[config.mk]
export PLATFORM = sky130hd
export DESIGN_NAME = adc_frame_reader
export DESIGN_NICKNAME = d
export VERILOG_FILES = /design/src/rtl/adc_rd_pkg.sv /design/src/rtl/adc_half_timer.sv /design/src/rtl/adc_bit_capture.sv /design/src/rtl/adc_frame_reader.sv
export SDC_FILE = /design/constraint.sdc
export NUM_CORES = 1
export LEC_CHECK = 0
export CORE_ASPECT_RATIO = 0.8
export CORE_MARGIN = 4
export CORE_UTILIZATION = 51
export CTS_CLUSTER_SIZE = 8
export DETAILED_ROUTE_END_ITERATION = 10
export GPL_TIMING_DRIVEN = 0
export PLACE_DENSITY = 0.75
export SLEW_MARGIN = 20
export SYNTH_ARGS = -nofsm -noshare
export SYNTH_HDL_FRONTEND = slang
export SYNTH_HIERARCHICAL = 1
export SYNTH_SLANG_ARGS = --single-unit
export TNS_END_PERCENT = 10
[constraint.sdc]
create_clock -name clk -period 3.1 [get_ports clk]
set_input_delay 0.93 -clock clk [delete_from_list [all_inputs] [get_ports clk]]
set_output_delay 0.93 -clock clk [all_outputs]
set_load 0.02 [all_outputs]
[src/rtl/adc_rd_pkg.sv]
package adc_rd_pkg;

    // Phases of one read frame
    typedef enum logic [1:0] {
        ST_IDLE  = 2'd0,   // chip select high, quiet time running
        ST_SETUP = 2'd1,   // chip select low, waiting for first falling edge
        ST_LOW   = 2'd2,   // serial clock low half period
        ST_HIGH  = 2'd3    // serial clock high half period
    } rd_state_e;

endpackage

[src/rtl/adc_half_timer.sv]
// Half-period timer for the serial clock: one tick every HALF_DIV clocks
// while run_i is high; held cleared otherwise.
module adc_half_timer #(
    parameter int HALF_DIV = 2
) (
    input  logic clk,
    input  logic rst_n,
    input  logic run_i,
    output logic tick_o
);
    localparam int CW = $clog2(HALF_DIV + 1);

    logic [CW-1:0] cnt_d, cnt_q;
    logic          at_end;

    assign at_end = (cnt_q == CW'(HALF_DIV - 1));
    assign tick_o = run_i && at_end;

    always_comb begin
        cnt_d = cnt_q;
        if (!run_i) begin
            cnt_d = '0;
        end else if (at_end) begin
            cnt_d = '0;
        end else begin
            cnt_d = cnt_q + CW'(1);
        end
    end

    always_ff @(posedge clk or negedge rst_n) begin
        if (!rst_n) begin
            cnt_q <= '0;
        end else begin
            cnt_q <= cnt_d;
        end
    end

    // the half-period count never passes its terminal value
    a_r3_cnt_in_range: assert property (@(posedge clk) disable iff (!rst_n)
        cnt_q < CW'(HALF_DIV));

    // an idle timer restarts from zero
    a_r3_cnt_cleared_idle: assert property (@(posedge clk) disable iff (!rst_n)
        !run_i |=> cnt_q == '0);

endmodule

[src/rtl/adc_bit_capture.sv]
// Maps each capture edge to a frame position, collects the result bits
// MSB first and records any leading-zero position that read as one.
module adc_bit_capture #(
    parameter int RES_BITS     = 12,
    parameter int FRAME_CLKS   = 16,
    parameter bit CAPTURE_RISE = 1'b0,
    parameter int EW           = 5
) (
    input  logic                clk,
    input  logic                rst_n,
    input  logic                clear_i,
    input  logic                fall_ev_i,
    input  logic                rise_ev_i,
    input  logic [EW-1:0]       edge_num_i,   // falling edges including this one
    input  logic                sdata_i,
    output logic [RES_BITS-1:0] data_o,
    output logic                lz_err_o
);
    localparam int BW        = $clog2(RES_BITS + 1);
    localparam int FIRST_RES = 2;
    localparam int LAST_RES  = FIRST_RES + RES_BITS;   // exclusive

    typedef struct packed {
        logic [RES_BITS-1:0] data;
        logic                lz;
        logic [BW-1:0]       nbits;
    } cap_t;

    cap_t          r_d, r_q;
    logic          take;
    logic [EW-1:0] idx;

    // Rising edge n reads position n; falling edge n reads position n-1,
    // the bit that was already on the line before that edge.
    assign take = CAPTURE_RISE ? rise_ev_i : fall_ev_i;
    assign idx  = CAPTURE_RISE ? edge_num_i : (edge_num_i - EW'(1));

    always_comb begin
        r_d = r_q;
        if (clear_i) begin
            r_d = '0;
        end else if (take) begin
            if (idx < EW'(FIRST_RES)) begin
                r_d.lz = r_q.lz | sdata_i;
            end else if (idx < EW'(LAST_RES)) begin
                r_d.data  = {r_q.data[RES_BITS-2:0], sdata_i};
                r_d.nbits = r_q.nbits + BW'(1);
            end
        end
    end

    always_ff @(posedge clk or negedge rst_n) begin
        if (!rst_n) begin
            r_q <= '0;
        end else begin
            r_q <= r_d;
        end
    end

    assign data_o   = r_q.data;
    assign lz_err_o = r_q.lz;

    // no more result bits are shifted in than the resolution holds
    a_r5_bits_bounded: assert property (@(posedge clk) disable iff (!rst_n)
        r_q.nbits <= BW'(RES_BITS));

    // once the result is full, later positions leave it unchanged
    a_r7_trailing_ignored: assert property (@(posedge clk) disable iff (!rst_n)
        (!clear_i && r_q.nbits == BW'(RES_BITS)) |=> $stable(r_q.data));

    // the capture edge never addresses position 0 in rising mode
    a_r6_no_pos0_rise: assert property (@(posedge clk) disable iff (!rst_n)
        (CAPTURE_RISE && take) |-> edge_num_i != '0);

endmodule

[src/rtl/adc_frame_reader.sv]
// Host-side reader for one serial converter frame.
module adc_frame_reader
    import adc_rd_pkg::*;
#(
    parameter int RES_BITS     = 12,
    parameter int FRAME_CLKS   = 16,
    parameter bit CAPTURE_RISE = 1'b0,
    parameter int HALF_DIV     = 2,
    parameter int QUIET_CLKS   = 4,
    parameter int OUT_W        = 12
) (
    input  logic             clk,
    input  logic             rst_n,
    input  logic             start_i,
    input  logic             sdata_i,
    output logic             cs_n_o,
    output logic             sclk_o,
    output logic             busy_o,
    output logic             valid_o,
    output logic [OUT_W-1:0] result_o,
    output logic             frame_err_o
);
    localparam int EW = $clog2(FRAME_CLKS + 1);
    localparam int QW = $clog2(QUIET_CLKS + 2);

    typedef struct packed {
        rd_state_e        state;
        logic             cs_n;
        logic             sclk;
        logic             busy;
        logic [EW-1:0]    edges;
        logic [QW-1:0]    quiet;
        logic             valid;
        logic [OUT_W-1:0] result;
        logic             ferr;
    } rd_regs_t;

    rd_regs_t            r_d, r_q;
    logic                tick;
    logic                fall_ev;
    logic                rise_ev;
    logic                cap_clear;
    logic [EW-1:0]       edge_num;
    logic [RES_BITS-1:0] cap_data;
    logic                cap_lz;

    adc_half_timer #(
        .HALF_DIV (HALF_DIV)
    ) u_timer (
        .clk    (clk),
        .rst_n  (rst_n),
        .run_i  (r_q.state != ST_IDLE),
        .tick_o (tick)
    );

    // A falling edge counts itself; a rising edge keeps the current count
    assign edge_num = fall_ev ? (r_q.edges + EW'(1)) : r_q.edges;

    adc_bit_capture #(
        .RES_BITS     (RES_BITS),
        .FRAME_CLKS   (FRAME_CLKS),
        .CAPTURE_RISE (CAPTURE_RISE),
        .EW           (EW)
    ) u_capture (
        .clk        (clk),
        .rst_n      (rst_n),
        .clear_i    (cap_clear),
        .fall_ev_i  (fall_ev),
        .rise_ev_i  (rise_ev),
        .edge_num_i (edge_num),
        .sdata_i    (sdata_i),
        .data_o     (cap_data),
        .lz_err_o   (cap_lz)
    );

    always_comb begin
        r_d       = r_q;
        r_d.valid = 1'b0;
        fall_ev   = 1'b0;
        rise_ev   = 1'b0;
        cap_clear = 1'b0;
        unique case (r_q.state)
            ST_IDLE: begin
                if (r_q.quiet != '0) begin
                    r_d.quiet = r_q.quiet - QW'(1);
                end else if (start_i) begin
                    r_d.state = ST_SETUP;
                    r_d.cs_n  = 1'b0;
                    r_d.busy  = 1'b1;
                    r_d.edges = '0;
                    cap_clear = 1'b1;
                end
            end
            ST_SETUP: begin
                if (tick) begin
                    r_d.sclk  = 1'b0;
                    r_d.edges = r_q.edges + EW'(1);
                    fall_ev   = 1'b1;
                    r_d.state = ST_LOW;
                end
            end
            ST_LOW: begin
                if (tick) begin
                    r_d.sclk  = 1'b1;
                    rise_ev   = 1'b1;
                    r_d.state = ST_HIGH;
                end
            end
            ST_HIGH: begin
                if (tick) begin
                    if (r_q.edges == EW'(FRAME_CLKS)) begin
                        // conversion count reached: safe to release chip select
                        r_d.cs_n   = 1'b1;
                        r_d.busy   = 1'b0;
                        r_d.valid  = 1'b1;
                        r_d.result = OUT_W'(cap_data);
                        r_d.ferr   = cap_lz;
                        r_d.quiet  = QW'(QUIET_CLKS);
                        r_d.state  = ST_IDLE;
                    end else begin
                        r_d.sclk  = 1'b0;
                        r_d.edges = r_q.edges + EW'(1);
                        fall_ev   = 1'b1;
                        r_d.state = ST_LOW;
                    end
                end
            end
            default: r_d.state = ST_IDLE;
        endcase
    end

    always_ff @(posedge clk or negedge rst_n) begin
        if (!rst_n) begin
            r_q        <= '0;
            r_q.state  <= ST_IDLE;
            r_q.cs_n   <= 1'b1;
            r_q.sclk   <= 1'b1;
        end else begin
            r_q <= r_d;
        end
    end

    assign cs_n_o      = r_q.cs_n;
    assign sclk_o      = r_q.sclk;
    assign busy_o      = r_q.busy;
    assign valid_o     = r_q.valid;
    assign result_o    = r_q.result;
    assign frame_err_o = r_q.ferr;

    // chip select is released only after the full falling-edge count
    a_r4_cs_rise_after_frame: assert property (@(posedge clk) disable iff (!rst_n)
        $rose(r_q.cs_n) |-> $past(r_q.edges) == EW'(FRAME_CLKS));

    // the valid strobe is a single cycle
    a_r4_valid_single: assert property (@(posedge clk) disable iff (!rst_n)
        r_q.valid |=> !r_q.valid);

    // valid coincides with the release of chip select
    a_r4_valid_with_release: assert property (@(posedge clk) disable iff (!rst_n)
        r_q.valid |-> (r_q.cs_n && $past(!r_q.cs_n)));

    // busy covers every cycle with chip select low
    a_r2_busy_covers_cs: assert property (@(posedge clk) disable iff (!rst_n)
        !r_q.cs_n |-> r_q.busy);

    // serial clock idles high outside a frame
    a_r3_sclk_idle_high: assert property (@(posedge clk) disable iff (!rst_n)
        r_q.cs_n |-> r_q.sclk);

    // falling-edge count never passes the frame length
    a_r3_edge_bound: assert property (@(posedge clk) disable iff (!rst_n)
        r_q.edges <= EW'(FRAME_CLKS));

    // a new frame begins only after the quiet time has elapsed
    a_r9_quiet_respected: assert property (@(posedge clk) disable iff (!rst_n)
        $fell(r_q.cs_n) |-> $past(r_q.quiet) == '0);

endmodule

==> flow_metrics.py <==
metrics = {
    "global_routing": {
        "grt_max_degree": 31,
        "grt_pass1_vias": 1429,
        "grt_pass1_wl_mm": 6.83,
        "antenna_found_initial": 0,
        "grt.total_usage": 0.167,
        "grt_overflow": 0,
    },
    "clocking": {
        "numCtsBuffers": 5,
        "clockRootBuffer": "clkbuf_8",
        "clk_pin_slew_ps": 80,
        "clock_latency_ps": 290,
        "clockBufferDepth": 2,
        "cts_hold_buffers": 0,
        "cts_tree": "built",
        "cts-htree-levels": 2,
        "cts.sinks": 42,
    },
    "placement": {
        "hpwl_mm": 2.75,
        "placed_cell_area_um2": 2480,
        "place_congestion": 0.786,
        "pre_cts_slack_ps": -317,
        "io_buffers": 20,
    },
    "synthesis": {
        "netlist.area_leader.share": 0.456,
        "synth.cell_area_um2": 2200,
        "yosys-top-cells-area": "dfrtp_1 (46%), mux2i_1 (5.9%), buf_4 (4.4%)",
        "syn_nets": 200,
        "ys_types": 51,
        "yosysWarnings": 6,
        "ys_ff_latch": 42,
        "avgSynthCellArea_um2": 11.5,
        "synthCells": 191,
        "synth_area_leader_cell": "dfrtp_1",
        "ys_seq_area_frac": 0.480,
    },
    "pwr": {
        "swShare": 0.374,
        "p_switching_mw": 1.02,
        "ir_drop_mv": 0.587,
        "p_leak_nw": 1.37,
        "combPwrFrac": 0.538,
        "clockPowerShare": 0.156,
        "p_seq_frac": 0.306,
        "power_density_nw_per_um2": 985,
        "p_int_mw": 1.71,
    },
    "setup_path": {
        "arrival_ps": 3120,
        "start_kind": "flip-flop",
        "path_max_fanout": 10,
        "cp-startpoint": "r_q[17]$_DFFE_PN0P_",
        "crit_slowest_cell": "dfrtp_1",
        "endpoint_kind": "flip-flop",
        "r2r-start": "r_q[17]$_DFFE_PN0P_",
        "worstSetupPathType": "flip-flop to flip-flop",
        "cp_common_cell": "inv_1",
        "cp.required_ps": 3260,
        "cpPeakStageDelay_ps": 380,
        "cp_cell_sequence": "inv_1 -> ha_1 -> and4bb_4 -> a21oi_4 -> buf_4 -> xnor2_2 -> inv_1 -> ha_4 -> and3b_2 -> o21ai_1 -> nand4b_4 -> buf_8 -> mux2i_1 -> nor2_1",
        "worstRegToRegCells": 14,
    },
    "finish": {
        "final_cell_mix": "dfrtp_1 (39), buf_4 (27), nor2_1 (20)",
        "layout_commonest_cell": "dfrtp_1",
        "layout-drive-gt1-share": 0.350,
        "final_nets": 242,
        "finish.utilization": 0.665,
        "area_delta_synth_final_pct": 26.5,
        "diodes": 0,
        "n_fill_cell": 312,
        "design_area_um2": 2780,
    },
    "route": {
        "routed_wl_mm": 4.03,
        "wl_per_cell_um": 13.8,
        "vias": 1542,
        "antenna_left": 0,
        "route.detailed.drc": 0,
        "vias_per_cell": 5.30,
        "drt_pass1_iterations": 4,
        "drt_iter0_drc": 78,
    },
    "sta": {
        "finalCriticalPeriod_ps": 2960,
        "hold_viol_final": 0,
        "final_max_slew_viol_count": 0,
        "whs_ps": 499,
        "worst_slack_ps": 144,
        "setup_viol": 0,
        "fin_worst_skew_ps": 7.69,
        "relSlewSlack": 0.699,
        "max_freq_mhz": 338,
        "tightest_slew_ps": 452,
        "post-route-period-util": 0.953,
    },
    "floorplan": {
        "dieArea_um2": 5430,
        "boundaryPins": 21,
        "row_count": 21,
        "die_h_um": 66.7,
        "dieWidth_um": 81.4,
        "initial_core_util": 0.526,
        "core_um2": 4180,
    },
    "worst_hold_path": {
        "whs_path_depth": 2,
        "hp-class": "flip-flop to flip-flop",
        "min_from": "cs_n_o$_DFFE_PN1P_",
    },
    "job": {
        "max_cap_viol_count": 0,
    },
    "outcome": {
        "status": "completed",
    },
}
[logic make-up after synthesis]
logic type / share of synthesized area
AO/OA/AOI/OAI: 0.107
XOR/XNOR: 0.00798
adder cells (fa/ha/maj): 0.0285
buffers and inverters: 0.0940
flip-flops: 0.480
multiplexers: 0.141
AND/OR/NAND/NOR: 0.142
[critical path: cells and delay by family (launching register included)]
kind	cells	cell delay, ps
XOR/XNOR	1	160
AND/OR/NAND/NOR	4	770
buffers and inverters	4	570
adder cells (fa/ha/maj)	2	450
multiplexers	1	160
AO/OA/AOI/OAI	2	320
flip-flops	1	380
[repair_timing]
item	in CTS	in global routing
resized for setup	9	9
pin swaps	2	2
setup endpoints to repair	12	13
buffers inserted	10	4
[sequential cells by signal (all words and copies together) (netlist names), 2 cells and up]
name / count
u_timer/cnt_q: 2
r_q: 10
u_capture/data_o: 12
result_o: 12
[cell usage after synthesis (all sizes together)]
cell type and n:
dfrtp 40, nor2 22, buf 17, mux2 14, inv 13, mux2i 13, o21ai 11, nand3 6
ha 5, nand2 5, a211o 3, a21oi 3, and3b 3, and4 3, or3 3, a211oi 2
dfstp 2, nor3b 2, a2111oi 1, a21bo 1, a21o 1, a221o 1, a311oi 1, a31oi 1
and2 1, and2b 1, and4bb 1, clkbuf 1, nand3b 1, nand4 1, nand4b 1, nor2b 1
o2111ai 1, o211ai 1, o21a 1, o21ba 1, o21bai 1, o22a 1, o32ai 1, or4 1
xnor2 1, xor2 1
[layout make-up]
| class | count | area (um2) | share of cell area |
|---|---|---|---|
| clock inverters | 2 | 37.5 | 0.0135 |
| well taps | 57 | 71.3 | 0.0257 |
| multi-input cells | 118 | 1010 | 0.365 |
| clock buffers | 6 | 72.6 | 0.0261 |
| flip-flops and latches | 42 | 1050 | 0.380 |
| inverters | 13 | 53.8 | 0.0194 |
| plain buffers | 18 | 153 | 0.0550 |
| repair buffers | 35 | 320 | 0.115 |
[worst paths after layout]
path | end | slack [ps]
setup / recovery | u_capture/data_o[3]$_DFFE_PN0P_ | 140
min in group asynchronous | r_q[17]$_DFFE_PN0P_ | 520
max in group asynchronous | sclk_o$_DFFE_PN1P_ | 2050
setup reg to reg | u_capture/data_o[3]$_DFFE_PN0P_ | 140
hold / removal | cs_n_o$_DFFE_PN1P_ | 500
hold reg to reg | cs_n_o$_DFFE_PN1P_ | 500
[routing by layer]
metal	part of all wire	vias to the layer above	global-route usage	wire [um]
met5	0	-	0	0
met3	0.043	5	0.0446	173
li1	-	747	-	-
met2	0.47	30	0.238	1900
met1	0.47	760	0.244	1910
met4	0.011	0	0.0570	46
[metrics by stage]
| stage | setup TNS (ps) | cells | power [mW] |
|---|---|---|---|
| after CTS | 0 | 287 | 2.61 |
| final | 0 | 291 | 2.74 |
| after floorplan | 0 | 191 | 1.71 |
| after detailed placement | -3330 | 269 | 2.02 |
| after global routing | -5.29 | 291 | 2.94 |
| after global placement | -2660 | 268 | 1.98 |
[power groups by stage]
stage                     sequential, mW  combinational [mW]  clock, mW
after floorplan                    0.845               0.869          0
after global placement             0.841                1.14          0
after detailed placement           0.845                1.17          0
after CTS                          0.830                1.34      0.438
after global routing               0.859                1.61      0.466
final                              0.837                1.47      0.426
No activity file was read; power rests on OpenSTA's default activity.
